### src/rtl/sysctl_pkg.sv
package sysctl_pkg;
  localparam int CTRL_OFS = 0;
  localparam int STS_OFS  = 1;

  localparam int BOOT_BIT = 6;
  localparam int DBG_BIT  = 5;
  localparam int SWR_BIT  = 4;
  localparam int STOP_LSB = 2;
  localparam int WAIT_LSB = 0;

  localparam int STS_LSB  = 2;
  localparam int STS_N    = 4;

  typedef enum logic [1:0] {
    DIS_OFF   = 2'b00,
    DIS_SOFT  = 2'b01,
    DIS_LOCK  = 2'b10,
    DIS_LOCKX = 2'b11
  } dis_code_e;

  // cause register order, msb first: sw, wdog, ext, por
  typedef struct packed {
    logic sw;
    logic wd;
    logic ext;
    logic por;
  } rst_cause_t;
endpackage

### src/rtl/sysctl_dis_field.sv
module sysctl_dis_field
  import sysctl_pkg::*;
(
  input  logic       clk_i,
  input  logic       rst_ni,
  input  logic       wr_i,
  input  logic [1:0] wcode_i,
  input  logic       req_i,
  output logic [1:0] code_o,
  output logic       grant_o
);
  logic [1:0] code_q;
  logic       locked;

  assign locked = code_q[1];

  always_ff @(posedge clk_i or negedge rst_ni) begin
    if (!rst_ni)                code_q <= DIS_OFF;
    else if (wr_i && !locked)   code_q <= wcode_i;
  end

  assign code_o  = code_q;
  assign grant_o = req_i && (code_q == DIS_OFF);
endmodule

### src/rtl/sysctl_rst_status.sv
module sysctl_rst_status #(
  parameter int          N       = 4,
  parameter logic [N-1:0] POR_VAL = N'(1)
) (
  input  logic         clk_i,
  input  logic         rst_ni,
  input  logic [N-1:0] set_i,
  input  logic [N-1:0] clr_i,
  output logic [N-1:0] sts_o
);
  logic [N-1:0] sts_q;

  // set dominates clear
  always_ff @(posedge clk_i or negedge rst_ni) begin
    if (!rst_ni) sts_q <= POR_VAL;
    else         sts_q <= (sts_q & ~clr_i) | set_i;
  end

  assign sts_o = sts_q;
endmodule

### src/rtl/sysctl_regs.sv
module sysctl_regs
  import sysctl_pkg::*;
#(
  parameter int ADDR_W = 2,
  parameter int DATA_W = 16
) (
  input  logic              clk_i,
  input  logic              rst_ni,
  input  logic              sys_rst_ni,
  input  logic [ADDR_W-1:0] addr_i,
  input  logic              we_i,
  input  logic [DATA_W-1:0] wdata_i,
  output logic [DATA_W-1:0] rdata_o,
  input  logic              boot_mode_i,
  input  logic              ext_boot_i,
  input  logic              tap_en_i,
  input  logic              stop_req_i,
  input  logic              wait_req_i,
  input  logic              wdog_rst_evt_i,
  input  logic              ext_rst_evt_i,
  output logic              stop_en_o,
  output logic              wait_en_o,
  output logic              dbg_clk_en_o,
  output logic              sw_rst_req_o,
  output logic              addr_hi_addr_o
);
  localparam int NGATE = 2;  // 0: wait, 1: stop

  logic ctrl_rst_n;
  logic sel_ctrl, sel_sts, wr_ctrl, wr_sts;
  logic dbg_q, sw_req_q, init_pend_q, addr_hi_q;
  logic [1:0] dis_code [NGATE];
  logic [NGATE-1:0] gate_req, gate_grant;
  rst_cause_t sts, sts_set, sts_clr;

  assign ctrl_rst_n = rst_ni & sys_rst_ni;
  assign sel_ctrl   = (addr_i == ADDR_W'(CTRL_OFS));
  assign sel_sts    = (addr_i == ADDR_W'(STS_OFS));
  assign wr_ctrl    = we_i && sel_ctrl;
  assign wr_sts     = we_i && sel_sts;

  assign gate_req = {stop_req_i, wait_req_i};

  for (genvar g = 0; g < NGATE; g++) begin : g_gate
    sysctl_dis_field u_field (
      .clk_i   (clk_i),
      .rst_ni  (ctrl_rst_n),
      .wr_i    (wr_ctrl),
      .wcode_i (wdata_i[WAIT_LSB+2*g +: 2]),
      .req_i   (gate_req[g]),
      .code_o  (dis_code[g]),
      .grant_o (gate_grant[g])
    );
  end

  assign wait_en_o = gate_grant[0];
  assign stop_en_o = gate_grant[1];

  always_ff @(posedge clk_i or negedge ctrl_rst_n) begin
    if (!ctrl_rst_n) begin
      dbg_q       <= 1'b0;
      sw_req_q    <= 1'b0;
      init_pend_q <= 1'b1;
      addr_hi_q   <= 1'b0;
    end else begin
      sw_req_q <= wr_ctrl && wdata_i[SWR_BIT];
      if (wr_ctrl) dbg_q <= wdata_i[DBG_BIT];
      if (init_pend_q) begin
        addr_hi_q   <= boot_mode_i & ext_boot_i;
        init_pend_q <= 1'b0;
      end
    end
  end

  assign dbg_clk_en_o   = dbg_q | tap_en_i;
  assign sw_rst_req_o   = sw_req_q;
  assign addr_hi_addr_o = addr_hi_q;

  always_comb begin
    sts_set     = '0;
    sts_set.sw  = wr_ctrl && wdata_i[SWR_BIT];
    sts_set.wd  = wdog_rst_evt_i;
    sts_set.ext = ext_rst_evt_i;
    sts_clr     = wr_sts ? rst_cause_t'(wdata_i[STS_LSB +: STS_N]) : '0;
  end

  sysctl_rst_status #(
    .N       (STS_N),
    .POR_VAL (STS_N'(1))
  ) u_sts (
    .clk_i  (clk_i),
    .rst_ni (rst_ni),
    .set_i  (sts_set),
    .clr_i  (sts_clr),
    .sts_o  (sts)
  );

  always_comb begin
    rdata_o = '0;
    if (sel_ctrl) begin
      rdata_o[BOOT_BIT]          = boot_mode_i;
      rdata_o[DBG_BIT]           = dbg_q;
      rdata_o[STOP_LSB +: 2]     = dis_code[1];
      rdata_o[WAIT_LSB +: 2]     = dis_code[0];
    end else if (sel_sts) begin
      rdata_o[STS_LSB +: STS_N]  = sts;
    end
  end

  logic unused_wdata;
  assign unused_wdata = ^{wdata_i[DATA_W-1:BOOT_BIT]};
endmodule

### config.mk
export PLATFORM = sky130hd
export DESIGN_NAME = sysctl_regs
export DESIGN_NICKNAME = d
export VERILOG_FILES = /design/src/rtl/sysctl_pkg.sv /design/src/rtl/sysctl_dis_field.sv /design/src/rtl/sysctl_rst_status.sv /design/src/rtl/sysctl_regs.sv
export SDC_FILE = /design/constraint.sdc
export NUM_CORES = 1
export LEC_CHECK = 0
export BUFFER_PORTS_ARGS = -buffer_cell sky130_fd_sc_hd__buf_4
export CORE_MARGIN = 2
export CORE_UTILIZATION = 35
export DETAILED_ROUTE_END_ITERATION = 8
export PLACE_DENSITY_LB_ADDON = 0.12
export SYNTH_ARGS = -nofsm -noshare
export SYNTH_HDL_FRONTEND = slang
export SYNTH_SLANG_ARGS = --single-unit
### constraint.sdc
create_clock -name clk_i -period 2 [get_ports clk_i]
set_input_delay 0 -clock clk_i [delete_from_list [all_inputs] [get_ports clk_i]]
set_output_delay 0 -clock clk_i [all_outputs]
set_load 0.05 [all_outputs]
* Yosys cells after proc, flatten, opt, wreduce, memory -nomap -nowiden
Cells that the tools add are included.
** Storage, ports and cells
- Input bits :: 29
- Register bits :: 12
- Word-level logic and storage cells :: 33
** Operators by class
- Multiplexer cells :: 7
- Bitwise operators :: 6
- Reduce and logical (&&, ||, !) cells :: 12
- Equal/unequal tests :: 1
** Operators with widths (count)
- 4-bit two-way mux :: 2
- 1-bit logical AND :: 7
- 2-bit logical NOT :: 3
- 4-bit AND :: 1
- 2-bit two-way mux :: 2
- 4-bit inverter :: 1
- 4-bit OR :: 1
- 1-bit two-way mux :: 3
- 1-bit AND :: 2
- 2-bit by 1-bit equality test with 1-bit output (second input constant) :: 1
- 1-bit logical NOT :: 2
- 1-bit OR :: 1

* Depth between registers and ports, before layout
Gate-level depths: netlist of the first run.
- Depth after elaboration :: 6
- Gate-level depth with buffers :: 3
- Mapped depth without buffers :: 2

* Hierarchy
Synthesis of the first run repeated with hierarchy kept, for this count alone.
** Second synthesis, totals
- Cells, all modules :: 63
- Area total of the unflattened synthesis :: 674.4 um2
** Modules (own cells, without submodules)
- sysctl_regs :: area each 347.8 um2, instances 1, cells each 39, sequential area each 101.3 um2
- sysctl_dis_field :: area each 90.1 um2, instances 2, cells each 6, sequential area each 50.0 um2
- sysctl_rst_status :: area each 146.4 um2, instances 1, cells each 12, sequential area each 101.3 um2

* Worst setup path before layout of the first run
OpenSTA, ideal clock, no wires.
- Path type :: register to output
- From :: reg g_gate[1].u_field.code_q[1]
- To :: out stop_en_o
- Data required time :: 2.000 ns
- Cell stages (with the launch flop) :: 2
- Data arrival time :: 1.541 ns
- Slack :: 0.459 ns
- Cells stage by stage :: dfrtp_1 nor3b_1
** Between the ends
- Cells in the longest elaborated chain, start to end :: 2
** Ends and longest elaborated chain
- start, declared :: line sysctl_dis_field.sv:12 : logic [1:0] code_q;
- start signal, assigned :: line sysctl_dis_field.sv:19 : else if (wr_i && !locked) code_q <= wcode_i;
- 2-bit logical NOT :: line sysctl_dis_field.sv:23 : assign grant_o = req_i && (code_q == DIS_OFF);
- 1-bit logical AND :: line sysctl_dis_field.sv:23
- end, declared :: line sysctl_regs.sv:21 : output logic stop_en_o,
Every way passes these cells.

==> results of run 1 <==
power by group through the flow:
stage               clock, mW  combinational [mW]  sequential [mW]
finish                  0.195               0.229            0.288
global route            0.212               0.245            0.294
CTS                     0.200               0.230            0.289
detailed placement          0               0.213            0.294
global placement            0               0.212            0.293
floorplan                   0               0.155            0.295
stage by stage:
step / power, mW / cell area [sq um]
final: 0.712 / 1020
after global routing: 0.750 / 1020
after CTS: 0.719 / 1020
after detailed placement: 0.507 / 873
after global placement: 0.505 / 873
after floorplan: 0.450 / 694
layout make-up:
cell class / count / area share (%)
timing repair buffer: 41 / 32.9
tap: 25 / 3.07
sequential: 12 / 29.7
clock buffer: 4 / 3.56
multi-input combinational: 45 / 30.4
inverter: 1 / 0.368
critical path, stage by stage, from the launching register on:
cell	delay (ns)
dfstp_2	0.53
nand3_1	0.06
dlygate4sd3_1	0.55
o21ai_0	0.07
metal layers:
metal	up-vias	GRT usage, %	wire length, microns
li1	277	-	-
met4	0	8.33	27
met2	26	22.7	687
met1	260	17.8	573
met3	4	3.77	103
met5	-	0	0
worst paths after layout:
kind / depth (start not counted) / startpoint / slack, ns / end
max reg2reg: 3 / init_pend_q$_DFF_PN1_ / 0.71 / addr_hi_addr_o$_DFFE_PN0P_
max in group asynchronous: 3 / rst_ni / 1.36 / init_pend_q$_DFF_PN1_
max: 3 / init_pend_q$_DFF_PN1_ / 0.71 / addr_hi_addr_o$_DFFE_PN0P_
min reg2reg: 1 / u_sts.sts_o[2]$_DFF_PN0_ / 0.47 / u_sts.sts_o[2]$_DFF_PN0_
min: 2 / we_i / 0.02 / g_gate[1].u_field.code_o[1]$_DFFE_PN0P_
min in group asynchronous: 2 / rst_ni / 0.05 / u_sts.sts_o[3]$_DFF_PN0_
state kept, by name, indices dropped and copies added (netlist names):
signal                 count
sw_rst_req_o               1
u_sts.sts_o                4
init_pend_q                1
g_gate.u_field.code_o      4
dbg_q                      1
addr_hi_addr_o             1
placed cells by master (no fill, tap or decap), types with 2 or more instances in the layout:
cell type,count
a21o_1,3
and2_1,5
buf_4,30
clkbuf_4,3
conb_1,10
dfrtp_1,10
dfstp_2,2
dlygate4sd3_1,11
mux2_1,3
mux2i_1,3
nand4b_1,3
nor2_1,4
nor3b_1,2
nor4b_1,2
cell families (layout without fill, tap and decap cells):
| family | Yosys count | after routing | share of synthesized area [%] |
|---|---|---|---|
| flops | 12 | 12 | 45.8 |
| simple gates | 22 | 22 | 23.7 |
| compound gates | 7 | 7 | 7.95 |
| buf+inv | 12 | 46 | 12.3 |
| other cells | 1 | 10 | 0.568 |
| mux | 6 | 6 | 9.66 |
what timing repair did:
| item | 4_1_cts | 5_1_grt |
|---|---|---|
| setup endpoints to repair | 0 | 0 |
| hold buffers | 11 | 0 |
| endpoints found under the hold margin | 19 | 0 |
==> flow_summary.toml, run 1 <==
[timing]
final-max-slew-violation-count = 0
setup_ws_ns = 0.712
hold_viol = 0
layout_worst_path_cycle_share_pct = 64.4
rsz0062_at_grt = "false"
setup_violations = 0
whs_ns = 0.0233
fmax_mhz = 776
finalClockSkew_ns = 0.000224
tns_ns = 0
period_minus_slack_ns = 1.29

[grt]
overflow = 0
grt_pass1_vias = 517
grt_pass1_wl_microns = 2210
grt_max_degree = 14
grt.total_usage_pct = 14.4
antenna_found_initial = 0

[cells_and_area]
multi_input_area_sq_um = 310
finalNetCount = 133
diodes = 0
utilization_pct = 58.4
syn_to_final_growth_pct = 54.4
drive_gt1_share_pct = 36.9
fin_cells = 128
seq_area_sq_um = 303
fillers = 167

[logic_synthesis]
yosysMostFrequentCell = "dfrtp_1"
synthCells = 60
async_flop_share_pct = 100
synth_top_area_cell = "dfrtp_1"
ys_top_cells_by_count = "dfrtp_1 (10), buf_4 (9), and2_1 (5), nor2_1 (4)"
avgSynthCellArea_sq_um = 11.0
synth_ff_type = "dfrtp_1"
synth_edf_count = 0
yosysWarnings = 0
synth-seq-cells = 12
synth_cell_types = 24
synth.cell_area_sq_um = 661
synth.area.top_cells = "dfrtp_1 (38%), buf_4 (10%), dfstp_2 (8.0%)"
ys_seq_area_share_pct = 45.8
synth_top_cell_area_share_pct = 37.9

[floorplan]
dieArea_sq_mm = 0.00225
die_w_microns = 47.4
design.core.area_sq_mm = 0.00175
fp.dieH_microns = 47.4
boundaryPins = 50
start_util_pct = 37.8
placementRows = 15

[place]
dp_cells = 113
gp_congestion = 0.679
dp_hpwl_microns = 1020
io_buffer_count = 30
place_ws_ns = 0.779

[route]
drt_pre_antenna_iters = 4
ant_nets = 0
drtIter0Drc = 2
wl_microns = 1390
routed_via_density = 4.43
vias = 567
wl_per_cell_microns = 10.9
drc_errors = 0

[power]
p_sw_share_pct = 34.3
p_comb_share_pct = 32.1
p_leak_nw = 0.481
switchingPower_mw = 0.244
clockPowerShare_pct = 27.4
peakVddDrop_uv = 460
p_int_mw = 0.468
powerDensity_mw_per_mm2 = 699
p_seq_share_pct = 40.5

[worst_setup_path]
arrival_ns = 1.49
cp-start-kind = "flop"
cp_data_required_time_ns = 2.20
end_kind = "flop"
critPathMaxFanout = 2
crit_type = "reg -> reg"

[status]
status = "finished clean"

[clocking]
clk_pin_slew_worst_paths_ns = 0.08
cts_tree = "done"
post_cts_buffers = 0
cts_buffers = 3
cts_sinks = 12
clockBufferDepth = 2
clkLatencyLatePin_ns = 0.28
cts_resized = 0
htree_num_levels = 1
clockRootBuffer = "clkbuf_4"

[hold_path]
hp-class = "in -> reg"

[run]
drv_cap = 0
Note: power is estimated with default switching activity, not from simulation.
==> run 2, diff against run 1 <==
clock period = 1.3 ns   (was 2 ns; I/O delays follow)
==> flow_summary.toml, run 2 (same netlist as run 1, synthesis figures left out) <==
[power]
powerDensity_mw_per_mm2 = 1060
p_sw_share_pct = 34.0
p_int_mw = 0.723
switchingPower_mw = 0.373
p_comb_share_pct = 32.6
p_leak_nw = 0.489
p_seq_share_pct = 40.8
clockPowerShare_pct = 26.6
power.total_mw = 1.10
peakVddDrop_uv = 633

[run]
drv_cap = 0

[cells_and_area]
multi_input_area_sq_um = 320
utilization_pct = 59.4
most-common-layout-cells = "buf_4 (31), dlygate4sd3_1 (11), conb_1 (10), dfrtp_1 (10), and2_1 (5)"
syn_to_final_growth_pct = 57.0
finalNetCount = 134
drive_gt1_share_pct = 39.4
seq_area_sq_um = 303
final_area_sq_mm = 0.00104
fillers = 161
mostFrequentLayoutCell = "buf_4"
diodes = 0

[worst_setup_path]
cp_num_cells = 3
cpMaxStageDelayCell = "dfrtp_1"
rr_startpoint = "g_gate[0].u_field.code_o[1]$_DFFE_PN0P_"
crit_end = "stop_en_o"
r2r_slack_ns = 0.14
cp-startpoint = "g_gate[1].u_field.code_o[1]$_DFFE_PN0P_"
path_cells = "buf_4 > nor3b_2 > buf_4"
r2r_end = "g_gate[0].u_field.code_o[0]$_DFFE_PN0P_"
reg2reg_depth = 2
cp_common_cell = "buf_4"
arrival_ns = 1.17
cp-start-kind = "flop"
end_kind = "output pin"
slowest_delay_ns = 0.38
crit_type = "reg -> out"
critPathMaxFanout = 3
critPathBufInv = 2
cp_top_family = "flip-flops"
cp_data_required_time_ns = 1.30

[timing]
setup_violations = 0
setup_ws_ns = 0.135
finalClockSkew_ns = 0.00790
fmax_mhz = 858
hold_viol = 0
layout_worst_path_cycle_share_pct = 89.6
tns_ns = 0
final-max-slew-violation-count = 0
rsz0062_at_grt = "false"
period_minus_slack_ns = 1.17

[grt]
antenna_found_initial = 0
grt.total_usage_pct = 14.8
grt_max_degree = 14
grt_pass1_vias = 527
grt_pass1_wl_microns = 2290
overflow = 0

[clocking]
post_cts_buffers = 0
clockRootBuffer = "clkbuf_4"
clk_pin_slew_worst_paths_ns = 0.07
cts_sinks = 12
htree_num_levels = 1
clkLatencyLatePin_ns = 0.27
clockBufferDepth = 2
cts_buffers = 3
cts_tree = "done"

[floorplan]
dieArea_sq_mm = 0.00225
start_util_pct = 37.8
boundaryPins = 50
design.core.area_sq_mm = 0.00175
placementRows = 15
die_w_microns = 47.4
fp.dieH_microns = 47.4

[route]
drtIter0Drc = 6
drt_pre_antenna_iters = 2
routed_via_density = 4.50
wl_microns = 1390
ant_nets = 0
vias = 580
wl_per_cell_microns = 10.8
drc_errors = 0

[hold_path]
hp-class = "in -> reg"
min_from = "we_i"

[status]
status = "finished clean"

[place]
gp_congestion = 0.735
place_ws_ns = 0.118
place_area_sq_um = 891
dp_hpwl_microns = 1040
io_buffer_count = 30
## run 2: worst min-delay path by stage
stage                                              endpoint  slack, ns  cells after the start
floorplan                          u_sts.sts_o[1]$_DFF_PN0_      -0.30                      0
global placement                   u_sts.sts_o[2]$_DFF_PN0_      -0.20                      1
detailed placement                 u_sts.sts_o[2]$_DFF_PN0_      -0.20                      1
CTS                 g_gate[1].u_field.code_o[1]$_DFFE_PN0P_       0.02                      2
global route                       u_sts.sts_o[1]$_DFF_PN0_       0.04                      2
finish              g_gate[1].u_field.code_o[1]$_DFFE_PN0P_       0.03                      2
## run 2: area by class of cell
class | count | share of cell area (%)
Clock buffer | 4 | 3.50
Inverter | 1 | 0.362
Timing Repair Buffer | 42 | 33.1
Tap cell | 25 | 3.02
Multi-Input combinational cell | 45 | 30.9
Sequential cell | 12 | 29.2
## run 2: timing repair
action	CTS	global route
gates resized for setup	0	0
endpoints found under the hold margin	19	0
hold buffers	11	0
endpoints found under the setup margin	0	0
## run 2: worst register-to-register path, cell delays in order, from the launching register on
cell and delay (ns):
dfrtp_1 0.42, nor4b_1 0.28, mux2_1 0.35
## run 2: stage by stage
stage,instances,hold WS (ns)
final,129,0.0271
after global placement,114,-0.196
after detailed placement,114,-0.196
after floorplan,69,-0.296
after global routing,129,0.0433
after CTS,129,0.0182
## run 2: power groups by stage
stage / Clock [mW] / Sequential [mW] / Combinational (mW)
floorplan: 0 / 0.458 / 0.239
global route: 0.317 / 0.455 / 0.382
finish: 0.292 / 0.447 / 0.357
detailed placement: 0 / 0.454 / 0.333
CTS: 0.306 / 0.448 / 0.360
global placement: 0 / 0.453 / 0.332
## run 2: per-layer routing
layer  share of wire [%]  GRT usage [%]
met2                  50           23.2
met3                 8.0           5.66
met5                   0              0
met1                  42           19.3
met4                0.43           3.33
